<file path="config.mk">
export PLATFORM = sky130hd
export DESIGN_NAME = alu_flag_unit
export DESIGN_NICKNAME = d
export VERILOG_FILES = /design/src/rtl/flag_unit_pkg.sv /design/src/rtl/flag_op_decode.sv /design/src/rtl/flag_arith.sv /design/src/rtl/flag_rotate.sv /design/src/rtl/flag_next_state.sv /design/src/rtl/alu_flag_unit.sv
export SDC_FILE = /design/constraint.sdc
export NUM_CORES = 1
export LEC_CHECK = 0
export BUFFER_PORTS_ARGS = -buffer_cell sky130_fd_sc_hd__buf_2
export CAP_MARGIN = 5
export CORE_MARGIN = 8
export CORE_UTILIZATION = 30
export DETAILED_ROUTE_END_ITERATION = 8
export RECOVER_POWER = 50
export SYNTH_ARGS = -nofsm -noshare
export SYNTH_HDL_FRONTEND = slang
export SYNTH_SLANG_ARGS = --single-unit
</file>
<file path="constraint.sdc">
create_clock -name clk -period 9.35 [get_ports clk]
set_input_delay 1.87 -clock clk [delete_from_list [all_inputs] [get_ports clk]]
set_output_delay 1.87 -clock clk [all_outputs]
set_load 0.05 [all_outputs]
</file>
<file path="src/rtl/flag_unit_pkg.sv">
package flag_unit_pkg;

    localparam int unsigned OP_COUNT = 11;

    localparam int unsigned OP_ADD   = 0;
    localparam int unsigned OP_SUB   = 1;
    localparam int unsigned OP_LOGIC = 2;
    localparam int unsigned OP_MOVE  = 3;
    localparam int unsigned OP_SETC  = 4;
    localparam int unsigned OP_CLRC  = 5;
    localparam int unsigned OP_INVC  = 6;
    localparam int unsigned OP_LDC   = 7;
    localparam int unsigned OP_STC   = 8;
    localparam int unsigned OP_RORC  = 9;
    localparam int unsigned OP_ROLC  = 10;

    typedef enum logic [3:0] {
        OPK_NONE  = 4'd0,
        OPK_ADD   = 4'd1,
        OPK_SUB   = 4'd2,
        OPK_LOGIC = 4'd3,
        OPK_MOVE  = 4'd4,
        OPK_SETC  = 4'd5,
        OPK_CLRC  = 4'd6,
        OPK_INVC  = 4'd7,
        OPK_LDC   = 4'd8,
        OPK_STC   = 4'd9,
        OPK_RORC  = 4'd10,
        OPK_ROLC  = 4'd11
    } op_kind_e;

    typedef struct packed {
        logic c;
        logic h;
        logic z;
        logic n;
    } flags_t;

    localparam flags_t FLAGS_CLEAR = '{c: 1'b0, h: 1'b0, z: 1'b0, n: 1'b0};

    function automatic flags_t with_zn(flags_t f, logic zero, logic neg);
        flags_t r;
        r   = f;
        r.z = zero;
        r.n = neg;
        return r;
    endfunction

    function automatic flags_t with_ch(flags_t f, logic carry, logic half);
        flags_t r;
        r   = f;
        r.c = carry;
        r.h = half;
        return r;
    endfunction

endpackage

</file>
<file path="src/rtl/flag_op_decode.sv">
module flag_op_decode
    import flag_unit_pkg::*;
(
    input  logic [OP_COUNT-1:0] op_onehot,
    output op_kind_e            kind
);
    logic single;

    always_comb begin
        single = ($countones(op_onehot) == 1);
        kind   = OPK_NONE;
        if (single) begin
            for (int i = 0; i < int'(OP_COUNT); i++) begin
                if (op_onehot[i]) begin
                    kind = op_kind_e'(4'(i + 1));
                end
            end
        end
    end
endmodule

</file>
<file path="src/rtl/flag_arith.sv">
module flag_arith #(
    parameter int DATA_W   = 8,
    parameter int NIBBLE_W = 4
) (
    input  logic [DATA_W-1:0] a,
    input  logic [DATA_W-1:0] b,
    input  logic              sub,
    output logic [DATA_W-1:0] sum,
    output logic              carry_flag,
    output logic              half_flag
);
    localparam int HI_W = DATA_W - NIBBLE_W;

    logic [DATA_W-1:0] b_eff;
    logic [NIBBLE_W:0] lo;
    logic [HI_W:0]     hi;

    always_comb begin
        b_eff = sub ? ~b : b;
        lo    = {1'b0, a[NIBBLE_W-1:0]} + {1'b0, b_eff[NIBBLE_W-1:0]}
              + (NIBBLE_W+1)'(sub);
        hi    = {1'b0, a[DATA_W-1:NIBBLE_W]} + {1'b0, b_eff[DATA_W-1:NIBBLE_W]}
              + (HI_W+1)'(lo[NIBBLE_W]);
        sum   = {hi[HI_W-1:0], lo[NIBBLE_W-1:0]};
        // With inverted operand plus one, a missing carry means a borrow.
        carry_flag = hi[HI_W] ^ sub;
        half_flag  = lo[NIBBLE_W] ^ sub;
    end
endmodule

</file>
<file path="src/rtl/flag_rotate.sv">
module flag_rotate #(
    parameter int DATA_W = 8
) (
    input  logic [DATA_W-1:0] a,
    input  logic              cin,
    output logic [DATA_W-1:0] res_right,
    output logic              cout_right,
    output logic [DATA_W-1:0] res_left,
    output logic              cout_left
);
    always_comb begin
        res_right  = {cin, a[DATA_W-1:1]};
        cout_right = a[0];
        res_left   = {a[DATA_W-2:0], cin};
        cout_left  = a[DATA_W-1];
    end
endmodule

</file>
<file path="src/rtl/flag_next_state.sv">
module flag_next_state
    import flag_unit_pkg::*;
#(
    parameter int DATA_W = 8
) (
    input  op_kind_e          kind,
    input  flags_t            cur,
    input  logic [DATA_W-1:0] arith_sum,
    input  logic              arith_c,
    input  logic              arith_h,
    input  logic [DATA_W-1:0] rot_r,
    input  logic              rot_rc,
    input  logic [DATA_W-1:0] rot_l,
    input  logic              rot_lc,
    input  logic [DATA_W-1:0] ext_res,
    input  logic              load_bit,
    output flags_t            nxt,
    output logic [DATA_W-1:0] res,
    output logic              store_bit
);
    logic upd_zn;

    always_comb begin
        nxt       = cur;
        res       = '0;
        store_bit = 1'b0;
        upd_zn    = 1'b0;
        unique case (kind)
            OPK_ADD, OPK_SUB: begin
                res    = arith_sum;
                nxt    = with_ch(cur, arith_c, arith_h);
                upd_zn = 1'b1;
            end
            OPK_LOGIC, OPK_MOVE: begin
                res    = ext_res;
                upd_zn = 1'b1;
            end
            OPK_SETC: nxt = with_ch(cur, 1'b1, 1'b1);
            OPK_CLRC: nxt = with_ch(cur, 1'b0, 1'b0);
            OPK_INVC: nxt.c = ~cur.c;
            OPK_LDC:  nxt.c = load_bit;
            OPK_STC:  store_bit = cur.c;
            OPK_RORC: begin
                res    = rot_r;
                nxt.c  = rot_rc;
                upd_zn = 1'b1;
            end
            OPK_ROLC: begin
                res    = rot_l;
                nxt.c  = rot_lc;
                upd_zn = 1'b1;
            end
            default: ;
        endcase
        if (upd_zn) begin
            nxt = with_zn(nxt, (res == '0), res[DATA_W-1]);
        end
    end
endmodule

</file>
<file path="src/rtl/alu_flag_unit.sv">
module alu_flag_unit
    import flag_unit_pkg::*;
#(
    parameter int DATA_W   = 8,
    parameter int NIBBLE_W = 4
) (
    input  logic                clk,
    input  logic                rst,
    input  logic [OP_COUNT-1:0] op_onehot,
    input  logic [DATA_W-1:0]   opnd_a,
    input  logic [DATA_W-1:0]   opnd_b,
    input  logic [DATA_W-1:0]   ext_res,
    input  logic                load_bit,
    output logic [DATA_W-1:0]   res,
    output logic                store_bit,
    output logic                flag_c,
    output logic                flag_h,
    output logic                flag_z,
    output logic                flag_n
);
    op_kind_e          kind;
    flags_t            cur_q;
    flags_t            nxt;
    logic [DATA_W-1:0] arith_sum;
    logic              arith_c;
    logic              arith_h;
    logic [DATA_W-1:0] rot_r;
    logic [DATA_W-1:0] rot_l;
    logic              rot_rc;
    logic              rot_lc;

    flag_op_decode i_decode (
        .op_onehot (op_onehot),
        .kind      (kind)
    );

    flag_arith #(.DATA_W(DATA_W), .NIBBLE_W(NIBBLE_W)) i_arith (
        .a          (opnd_a),
        .b          (opnd_b),
        .sub        (kind == OPK_SUB),
        .sum        (arith_sum),
        .carry_flag (arith_c),
        .half_flag  (arith_h)
    );

    flag_rotate #(.DATA_W(DATA_W)) i_rotate (
        .a          (opnd_a),
        .cin        (cur_q.c),
        .res_right  (rot_r),
        .cout_right (rot_rc),
        .res_left   (rot_l),
        .cout_left  (rot_lc)
    );

    flag_next_state #(.DATA_W(DATA_W)) i_next (
        .kind      (kind),
        .cur       (cur_q),
        .arith_sum (arith_sum),
        .arith_c   (arith_c),
        .arith_h   (arith_h),
        .rot_r     (rot_r),
        .rot_rc    (rot_rc),
        .rot_l     (rot_l),
        .rot_lc    (rot_lc),
        .ext_res   (ext_res),
        .load_bit  (load_bit),
        .nxt       (nxt),
        .res       (res),
        .store_bit (store_bit)
    );

    always_ff @(posedge clk) begin
        if (rst) begin
            cur_q <= FLAGS_CLEAR;
        end else begin
            cur_q <= nxt;
        end
    end

    assign flag_c = cur_q.c;
    assign flag_h = cur_q.h;
    assign flag_z = cur_q.z;
    assign flag_n = cur_q.n;
endmodule

</file>
======== After elaboration in Yosys (flattened, before gate mapping) ========
Index checks and enable logic that the tools add are counted.
Widths: inputs -> output; s select.
operators by class
  add/sub/neg operators ................... 14
  equal/unequal tests ..................... 12
  multiplexer cells ....................... 19
  bitwise operators ....................... 4
  reduce and logical (&&, ||, !) cells .... 4
operator list
  cell                 number
  $add 32x32->32       4
  $add 32x1->32        1
  $eq 32x2->1 const B  1
  $pmux 8 s4           1
  $mux 4               5
  $eq 4x3->1 const B   4
  $eq 4x4->1 const B   4
  $mux 3               4
  $add 1x1->2          5
  $add 4x4->5          2
  $add 5x1->5          2
  $pmux 3 s3           1
  $eq 4x2->1 const B   2
  $logic_not 8->1      1
  $mux 8               1
  $not 8->8            1
  $pmux 1 s7           1
  $mux 2               3
  $reduce_or 6->1      1
  $eq 4x1->1 const B   1
  $reduce_or 2->1      2
  $mux 1               3
  $xor 1x1->1          2
  $not 1->1            1
storage, ports and cells
  register bits after elaboration ......... 4
  input bits .............................. 38
  output and inout port bits .............. 13
  word-level logic and storage cells ...... 57

======== Depth between registers and ports, before layout ========
Gate-level depths: netlist (run 1).
  depth in word-level cells ............... 20
  depth in mapped cells ................... 27

======== Modules after synthesis ========
A second synthesis (run 1) with hierarchy kept.
second synthesis, totals
  cells, all modules ...................... 233
  area, all modules ....................... 1809.2 sq um
by module, submodules not included
  module           instances  cells an instance  area each (sq um)  seq. area each (sq um)
  flag_next_state  1          120                790.8              0.0
  flag_arith       1          45                 409.1              0.0
  flag_op_decode   1          41                 354.1              0.0
  flag_rotate      1          18                 135.1              0.0
  alu_flag_unit    1          9                  120.1              80.1

======== Worst setup path before layout (run 1) ========
No wires, ideal clock.
  path type ............................... in2out
  start point ............................. input port op_onehot[8]
  end point ............................... output port res[6]
  arrival time ............................ 7835 ps
  slack ................................... -355 ps
  stages .................................. 21
  cells stage by stage .................... ha_1 -> inv_1 -> fa_1 -> inv_1 -> fa_1 -> fa_1 -> ha_1 -> fa_1 -> nand2b_1 -> nor3_1 -> clkbuf_8 -> nand2_1 -> nor3_2 -> xor2_1 -> fa_1 -> a21o_1 -> a21oi_1 -> fa_1 -> fa_1 -> xor2_1 -> o221ai_1
on the way
  longest elaborated chain between the ends .. 11
RTL lines
  what                                  RTL line                                    RTL
  from (decl)                           alu_flag_unit.sv:9                          input logic [OP_COUNT-1:0] op_onehot,
  $add 1x1->2 (not written as such)     flag_op_decode.sv:10                        single = ($countones(op_onehot) == 1);
  $add 32x1->32 (not written as such)   flag_op_decode.sv:10
  $add 32x32->32 (not written as such)  flag_op_decode.sv:10
  $eq 32x2->1                           flag_op_decode.sv:10
  $mux 4 *                              flag_op_decode.sv:12                        if (single) begin
  $eq 4x2->1                            flag_next_state.sv:28, alu_flag_unit.sv:40
  $mux 8                                flag_arith.sv:19                            b_eff = sub ? ~b : b;
  $add 4x4->5                           flag_arith.sv:20                            lo = {1'b0, a[NIBBLE_W-1:0]} + {1'b0, b_eff[NIBBLE_W-1:0]}
  $add 5x1->5                           flag_arith.sv:21                            + (NIBBLE_W+1)'(sub);
  $add 5x1->5                           flag_arith.sv:23                            + (HI_W+1)'(lo[NIBBLE_W]);
  $pmux 8 s4 *                          flag_next_state.sv:28                       unique case (kind)
  to (decl)                             alu_flag_unit.sv:14                         output logic [DATA_W-1:0] res,
Every way passes the cells marked *; elsewhere a longest branch is shown, timed or not.

======== Worst setup path in the final report (run 1) ========
Ends and elaborated chain as after synthesis.

==> results of run 1 <==
==> through the flow <==
| step | hold WS, ns | utilization |
|---|---|---|
| global placement | 0.480 | 0.378 |
| CTS | 0.487 | 0.388 |
| detailed placement | 0.483 | 0.378 |
| finish | 0.490 | 0.399 |
| floorplan | 0.694 | - |
| global route | 0.557 | 0.399 |
==> repair_timing <==
action | 4_1_cts | 5_1_grt
endpoints found under the setup margin | 3 | 4
buffers inserted | 0 | 2
gates resized for setup | 2 | 17
pin swaps | 0 | 8
==> state kept, by name, summed over array words and instances, names as in the netlist <==
| register | cells |
|---|---|
| flag_z | 1 |
| flag_c | 1 |
| flag_n | 1 |
| flag_h | 1 |
==> kinds of logic after synthesis <==
logic type | count (synthesis)
compound gates | 58
flops | 4
buf+inv | 28
xor+xnor | 13
fa+ha+maj | 25
simple gates | 71
mux | 2
==> worst paths after layout <==
check           end         start
max          res[6]  op_onehot[8]
max reg2reg  flag_z        flag_c
min          flag_h        flag_h
min reg2reg  flag_h        flag_h
==> synthesized netlist by cell type (all sizes together) (2+ instances only) <==
| cell | number |
|---|---|
| a211o | 2 |
| or3 | 4 |
| mux2i | 2 |
| nor4 | 4 |
| a311oi | 2 |
| o311ai | 2 |
| a31oi | 5 |
| xnor2 | 6 |
| o21ai | 8 |
| nor2b | 3 |
| clkbuf | 5 |
| a21oi | 11 |
| xor2 | 7 |
| a22oi | 5 |
| or4 | 2 |
| nand3 | 5 |
| ha | 16 |
| nor3 | 6 |
| o41ai | 2 |
| nand2b | 3 |
| fa | 9 |
| nor2 | 16 |
| or2 | 5 |
| nand2 | 17 |
| a22o | 4 |
| inv | 20 |
| dfxtp | 4 |
| o221ai | 4 |
| a21o | 4 |
| buf | 3 |
| and2 | 3 |
==> power by group through the flow <==
stage | clock network, mW | registers, mW | logic (mW)
6_report | 0.0359 | 0.0262 | 0.203
5_1_grt | 0.0388 | 0.0268 | 0.225
4_1_cts | 0.0367 | 0.0260 | 0.187
3_5_place_dp | 0 | 0.0262 | 0.184
3_3_place_gp | 0 | 0.0264 | 0.182
2_1_floorplan | 0 | 0.0388 | 0.131
==> area by class of cell <==
type / count / area [um^2]
Multi-Input combinational cell: 169 / 1390
Tap cell: 70 / 87.6
Sequential cell: 4 / 80.1
Inverter: 20 / 75.1
Clock buffer: 3 / 41.3
Timing Repair Buffer: 63 / 357
Fill cell: 576 / 3050
==> worst max-delay path, stage by stage <==
cell and delay (ns):
buf_2 0.11, ha_1 0.26, inv_1 0.05, fa_1 0.40
inv_1 0.08, fa_1 0.44, fa_1 0.56, ha_2 0.19
fa_1 0.40, nand2b_4 0.16, nor3_4 0.18, nand2_2 0.10
nor3_4 0.22, buf_4 0.21, xor2_1 0.07, ha_1 0.32
a21oi_2 0.08, fa_2 0.40, fa_1 0.42, xor2_1 0.20
o221ai_2 0.20, buf_6 0.19
==> cells in the final DEF, fill, tap and decap left out, drive strengths merged, types with 4 or more instances in the layout <==
cell / netlist / routed
inv: 20 / 20
o221ai: 4 / 4
nand3: 5 / 5
a22oi: 5 / 5
ha: 16 / 16
nor3: 6 / 6
buf: 3 / 58
o21ai: 8 / 8
clkbuf: 5 / 8
fa: 9 / 9
nor2: 16 / 16
xnor2: 6 / 6
nor4: 4 / 4
a31oi: 5 / 5
a22o: 4 / 4
nand2: 17 / 17
or3: 4 / 4
a21oi: 11 / 11
xor2: 7 / 7
or2: 5 / 5
a21o: 4 / 4
dfxtp: 4 / 4
==> layer usage <==
metal  wire, um  vias up  share of wire  GRT usage
met1       2150      782           0.45      0.163
li1           -      848              -          -
met4         65        0          0.014     0.0353
met2       2230       61           0.47      0.198
met3        313        8          0.066     0.0139
met5          0        -              0          0
==> results.yml, run 1 <==
place:
  dpl.hpwl_mm: 4.05
  pre_cts_ws_ns: -0.0528
  routabilityCongestion: 0.885
  dpl_cell_area_um2: 1920
  port_buffers: 50
  place_inst: 324
timing:
  skew_ns: 0.00323
  slew_viol_final: 0
  fin_crit_sh: 0.962
  slew_headroom: 0.296
  hold_viol: 0
  fmax_ghz: 0.111
  setup_slack_ns: 0.359
  tightestPinTransition_ns: 1.05
  grt_setup_unrepaired: "false"
  period_minus_slack_ns: 8.99
  finalSetupTns_ns: 0
  setup_violations: 0
logic_synthesis:
  syn_inst: 201
  synth_compound_area_frac: 0.278
  ys_types: 53
  synth-edff-count: 0
  synthFlopType: "dfxtp_1"
  synthAdderAreaFrac: 0.241
  async_flop_share: 0
  synth.avg_cell_area_um2: 7.84
  synth_top_family_by_area: "compound AO/OA/AOI/OAI gates"
  synth_xor_area_frac: 0.0723
  synthMuxAreaShare: 0.0151
  synth_top_area_cell: "ha_1"
  synth_area_leaders: "ha_1 13%, fa_1 11%, dfxtp_1 5.1%"
  seq_area_frac_synth: 0.0508
  ys_ff_latch: 4
  synth_area_um2: 1580
  synth-simple-area-share: 0.238
  syn-num-nets: 264
  synth.yosys.warnings: 0
  synth.top_cell.area_share: 0.127
clocking:
  cts_buffers: 3
  cts.clk_slew.worst_paths_ns: 0.03
  clk_latency_ns: 0.22
  cts_tree: "built"
  holdBufCountCts: 0
  cts_max_path_buffers: 2
  cts.htree.levels: 1
  clkSinkCount: 4
  root_buffer: "clkbuf_8"
hold_path:
  hold_class: "reg -> reg"
  hold_depth: 2
drt:
  route.detailed.drc: 0
  wire_per_inst_um: 14.4
  routed_wl_mm: 4.75
  ant_nets: 0
  via_per_inst: 5.16
  drtIter0Drc: 175
  vias: 1699
  dr.pass1.iters: 4
global_route:
  grt_max_degree: 21
  grt_overflow: 0
  antenna_found_initial: 0
  grt_usage: 0.122
  grt_pass1_wl_mm: 7.74
  grt_pass1_vias: 1664
floorplan:
  die_x_um: 88.5
  rows: 26
  dieArea_um2: 7830
  fp.dieH_um: 88.5
  core-area_um2: 5070
  io_pins: 51
  start_util: 0.310
layout:
  layout.nets: 324
  antenna_cells: 0
  drive_gt1_frac: 0.347
  stdcell_count: 329
  area_growth_pct: 28.6
  final_area_um2: 2030
power:
  p_sw_mw: 0.138
  sequentialPowerShare: 0.099
  p_sw_frac: 0.523
  powerDensity_nw_per_um2: 131
  max-vdd-ir-drop_v: 0.0000779
  clockPowerShare: 0.135
  pwr-share-comb: 0.766
  cellLeakagePower_nw: 0.933
  power_mw: 0.265
  p_int_mw: 0.126
worst_setup_path:
  crit_path_start_kind: "input port"
  cp_data_arrival_time_ns: 7.12
  path_class: "in -> out"
  required_ns: 7.48
  ff2ff_setup_slack_ns: 7.78
  end_kind: "output pin"
  path_max_fanout: 5
  r2r_cells: 7
run_status:
  outcome: "finished, final reports clean"
job:
  max_cap_violations: 0
Power figures use the tool's default switching activity.
==> run 2, diff against run 1 <==
--- a/config.mk
+++ b/config.mk
@@ -8,8 +8,10 @@
 export BUFFER_PORTS_ARGS = -buffer_cell sky130_fd_sc_hd__buf_2
 export CAP_MARGIN = 5
 export CORE_MARGIN = 8
-export CORE_UTILIZATION = 30
+export CORE_UTILIZATION = 47
 export DETAILED_ROUTE_END_ITERATION = 8
+export GPL_TIMING_DRIVEN = 1
+export PLACE_DENSITY = 0.78
 export RECOVER_POWER = 50
 export SYNTH_ARGS = -nofsm -noshare
 export SYNTH_HDL_FRONTEND = slang
==> results.yml, run 2 (same netlist as run 1, synthesis figures left out) <==
drt:
  routed_wl_mm: 4.62
  via_per_inst: 5.64
  ant_nets: 0
  wire_per_inst_um: 15.1
  drtIter0Drc: 236
  vias: 1720
  route.detailed.drc: 0
  dr.pass1.iters: 5
worst_setup_path:
  cp_num_buf_inv: 5
  cp.depth: 23
  path_common_cell: "fa_1"
  end_kind: "output pin"
  critPathCapture: "res[6]"
  cp_data_arrival_time_ns: 7.31
  path_cells: "buf_2 > ha_1 > inv_1 > fa_1 > fa_1 > inv_1 > fa_1 > ha_2 > fa_1 > nand2b_4 > nor3_2 > nand2_2 > nor3_4 > buf_4 > xor2_2 > ha_1 > a21o_1 > a21oi_2 > fa_2 > fa_1 > xor2_1 > o221ai_2 > buf_4"
  critical_path.max_stage_delay_ns: 0.51
  reg2reg_to: "flag_z"
  ff2ff_setup_slack_ns: 7.75
  r2r_cells: 5
  required_ns: 7.48
  slowest_stage: "fa_1"
  cp_top_family: "adder cells"
  path_max_fanout: 3
  crit_path_start_kind: "input port"
  crit_path_start: "op_onehot[8]"
  path_class: "in -> out"
  rr_startpoint: "flag_c"
global_route:
  grt_usage: 0.171
  grt_overflow: 0
  antenna_found_initial: 0
  grt_pass1_vias: 1659
  grt_pass1_wl_mm: 7.48
  grt_max_degree: 21
place:
  dpl_cell_area_um2: 1880
  dpl.hpwl_mm: 3.87
  routabilityCongestion: 0.921
  port_buffers: 50
  pre_cts_ws_ns: -0.106
clocking:
  cts_tree: "built"
  clkSinkCount: 4
  cts_max_path_buffers: 2
  cts_buffers: 3
  cts.clk_slew.worst_paths_ns: 0.04
  root_buffer: "clkbuf_4"
  cts.htree.levels: 1
  holdBufCountCts: 0
  clk_latency_ns: 0.24
timing:
  tightestPinTransition_ns: 1.02
  setup_violations: 0
  skew_ns: 0.00104
  hold_viol: 0
  fmax_ghz: 0.109
  slew_viol_final: 0
  slew_headroom: 0.311
  period_minus_slack_ns: 9.18
  fin_crit_sh: 0.982
  setup_slack_ns: 0.170
floorplan:
  rows: 21
  die_x_um: 73.9
  start_util: 0.480
  core-area_um2: 3280
  dieArea_um2: 5460
  fp.dieH_um: 73.9
  io_pins: 51
layout:
  layout.nets: 324
  drive_gt1_frac: 0.355
  final_common_cell: "buf_2"
  final_area_um2: 1980
  antenna_cells: 0
  area_growth_pct: 25.4
  layout_common_cells: "43 x buf_2, 19 x inv_1, 16 x nor2_1, 16 x nand2_1"
power:
  cellLeakagePower_nw: 0.929
  powerDensity_nw_per_um2: 124
  power_mw: 0.245
  max-vdd-ir-drop_v: 0.0000758
run_status:
  outcome: "finished, final reports clean"
hold_path:
  hold_class: "reg -> reg"
job:
  max_cap_violations: 0
## run 2: per-stage QoR
step                      cells  utilization  TNS [ns]  hold WS [ns]
after floorplan             201            -         0         0.694
after global placement      299        0.573         0         0.476
after detailed placement    299        0.573    -0.208         0.485
after CTS                   302        0.581         0         0.500
after global routing        305        0.602   -0.0450         0.535
final                       305        0.602         0         0.503
## run 2: area by class of cell
type / count / area [um^2]
repair buffers: 63 / 354
well taps: 46 / 57.6
fillers: 332 / 1310
inverters: 20 / 75.1
clock buffers: 3 / 22.5
flip-flops and latches: 4 / 80.1
multi-input cells: 169 / 1390
## run 2: worst min path at each step
stage / start / endpoint / slack, ns / depth (start not counted)
3_5_place_dp: flag_h / flag_h / 0.49 / 2
4_1_cts: flag_h / flag_h / 0.50 / 2
3_3_place_gp: flag_h / flag_h / 0.48 / 2
6_report: flag_h / flag_h / 0.50 / 2
2_1_floorplan: flag_h / flag_h / 0.69 / 2
5_1_grt: flag_h / flag_h / 0.54 / 2
## run 2: tightest hold or removal path, cell delays in order (launching register included)
cell,delay (ns)
dfxtp_1,0.31
nand2_1,0.06
a31oi_1,0.07
## run 2: power by group
part / internal [mW] / switching, mW / leakage [nW]
combinational: 0.0758 / 0.122 / 0.883
clock: 0.0144 / 0.00725 / 0.0138
sequential: 0.0213 / 0.00457 / 0.0324
## run 2: per-layer routing
metal | global-route usage | vias up | part of all wire
met1 | 0.214 | 764 | 0.42
met4 | 0.0687 | 0 | 0.021
met2 | 0.290 | 88 | 0.49
li1 | - | 854 | -
met3 | 0.0164 | 14 | 0.075
met5 | 0 | - | 0
## run 2: what timing repair did
action                     4_1_cts  5_1_grt
setup endpoints to repair        3        3
pin swaps                        1        8
setup buffers                    0        3
resized for setup                1       17
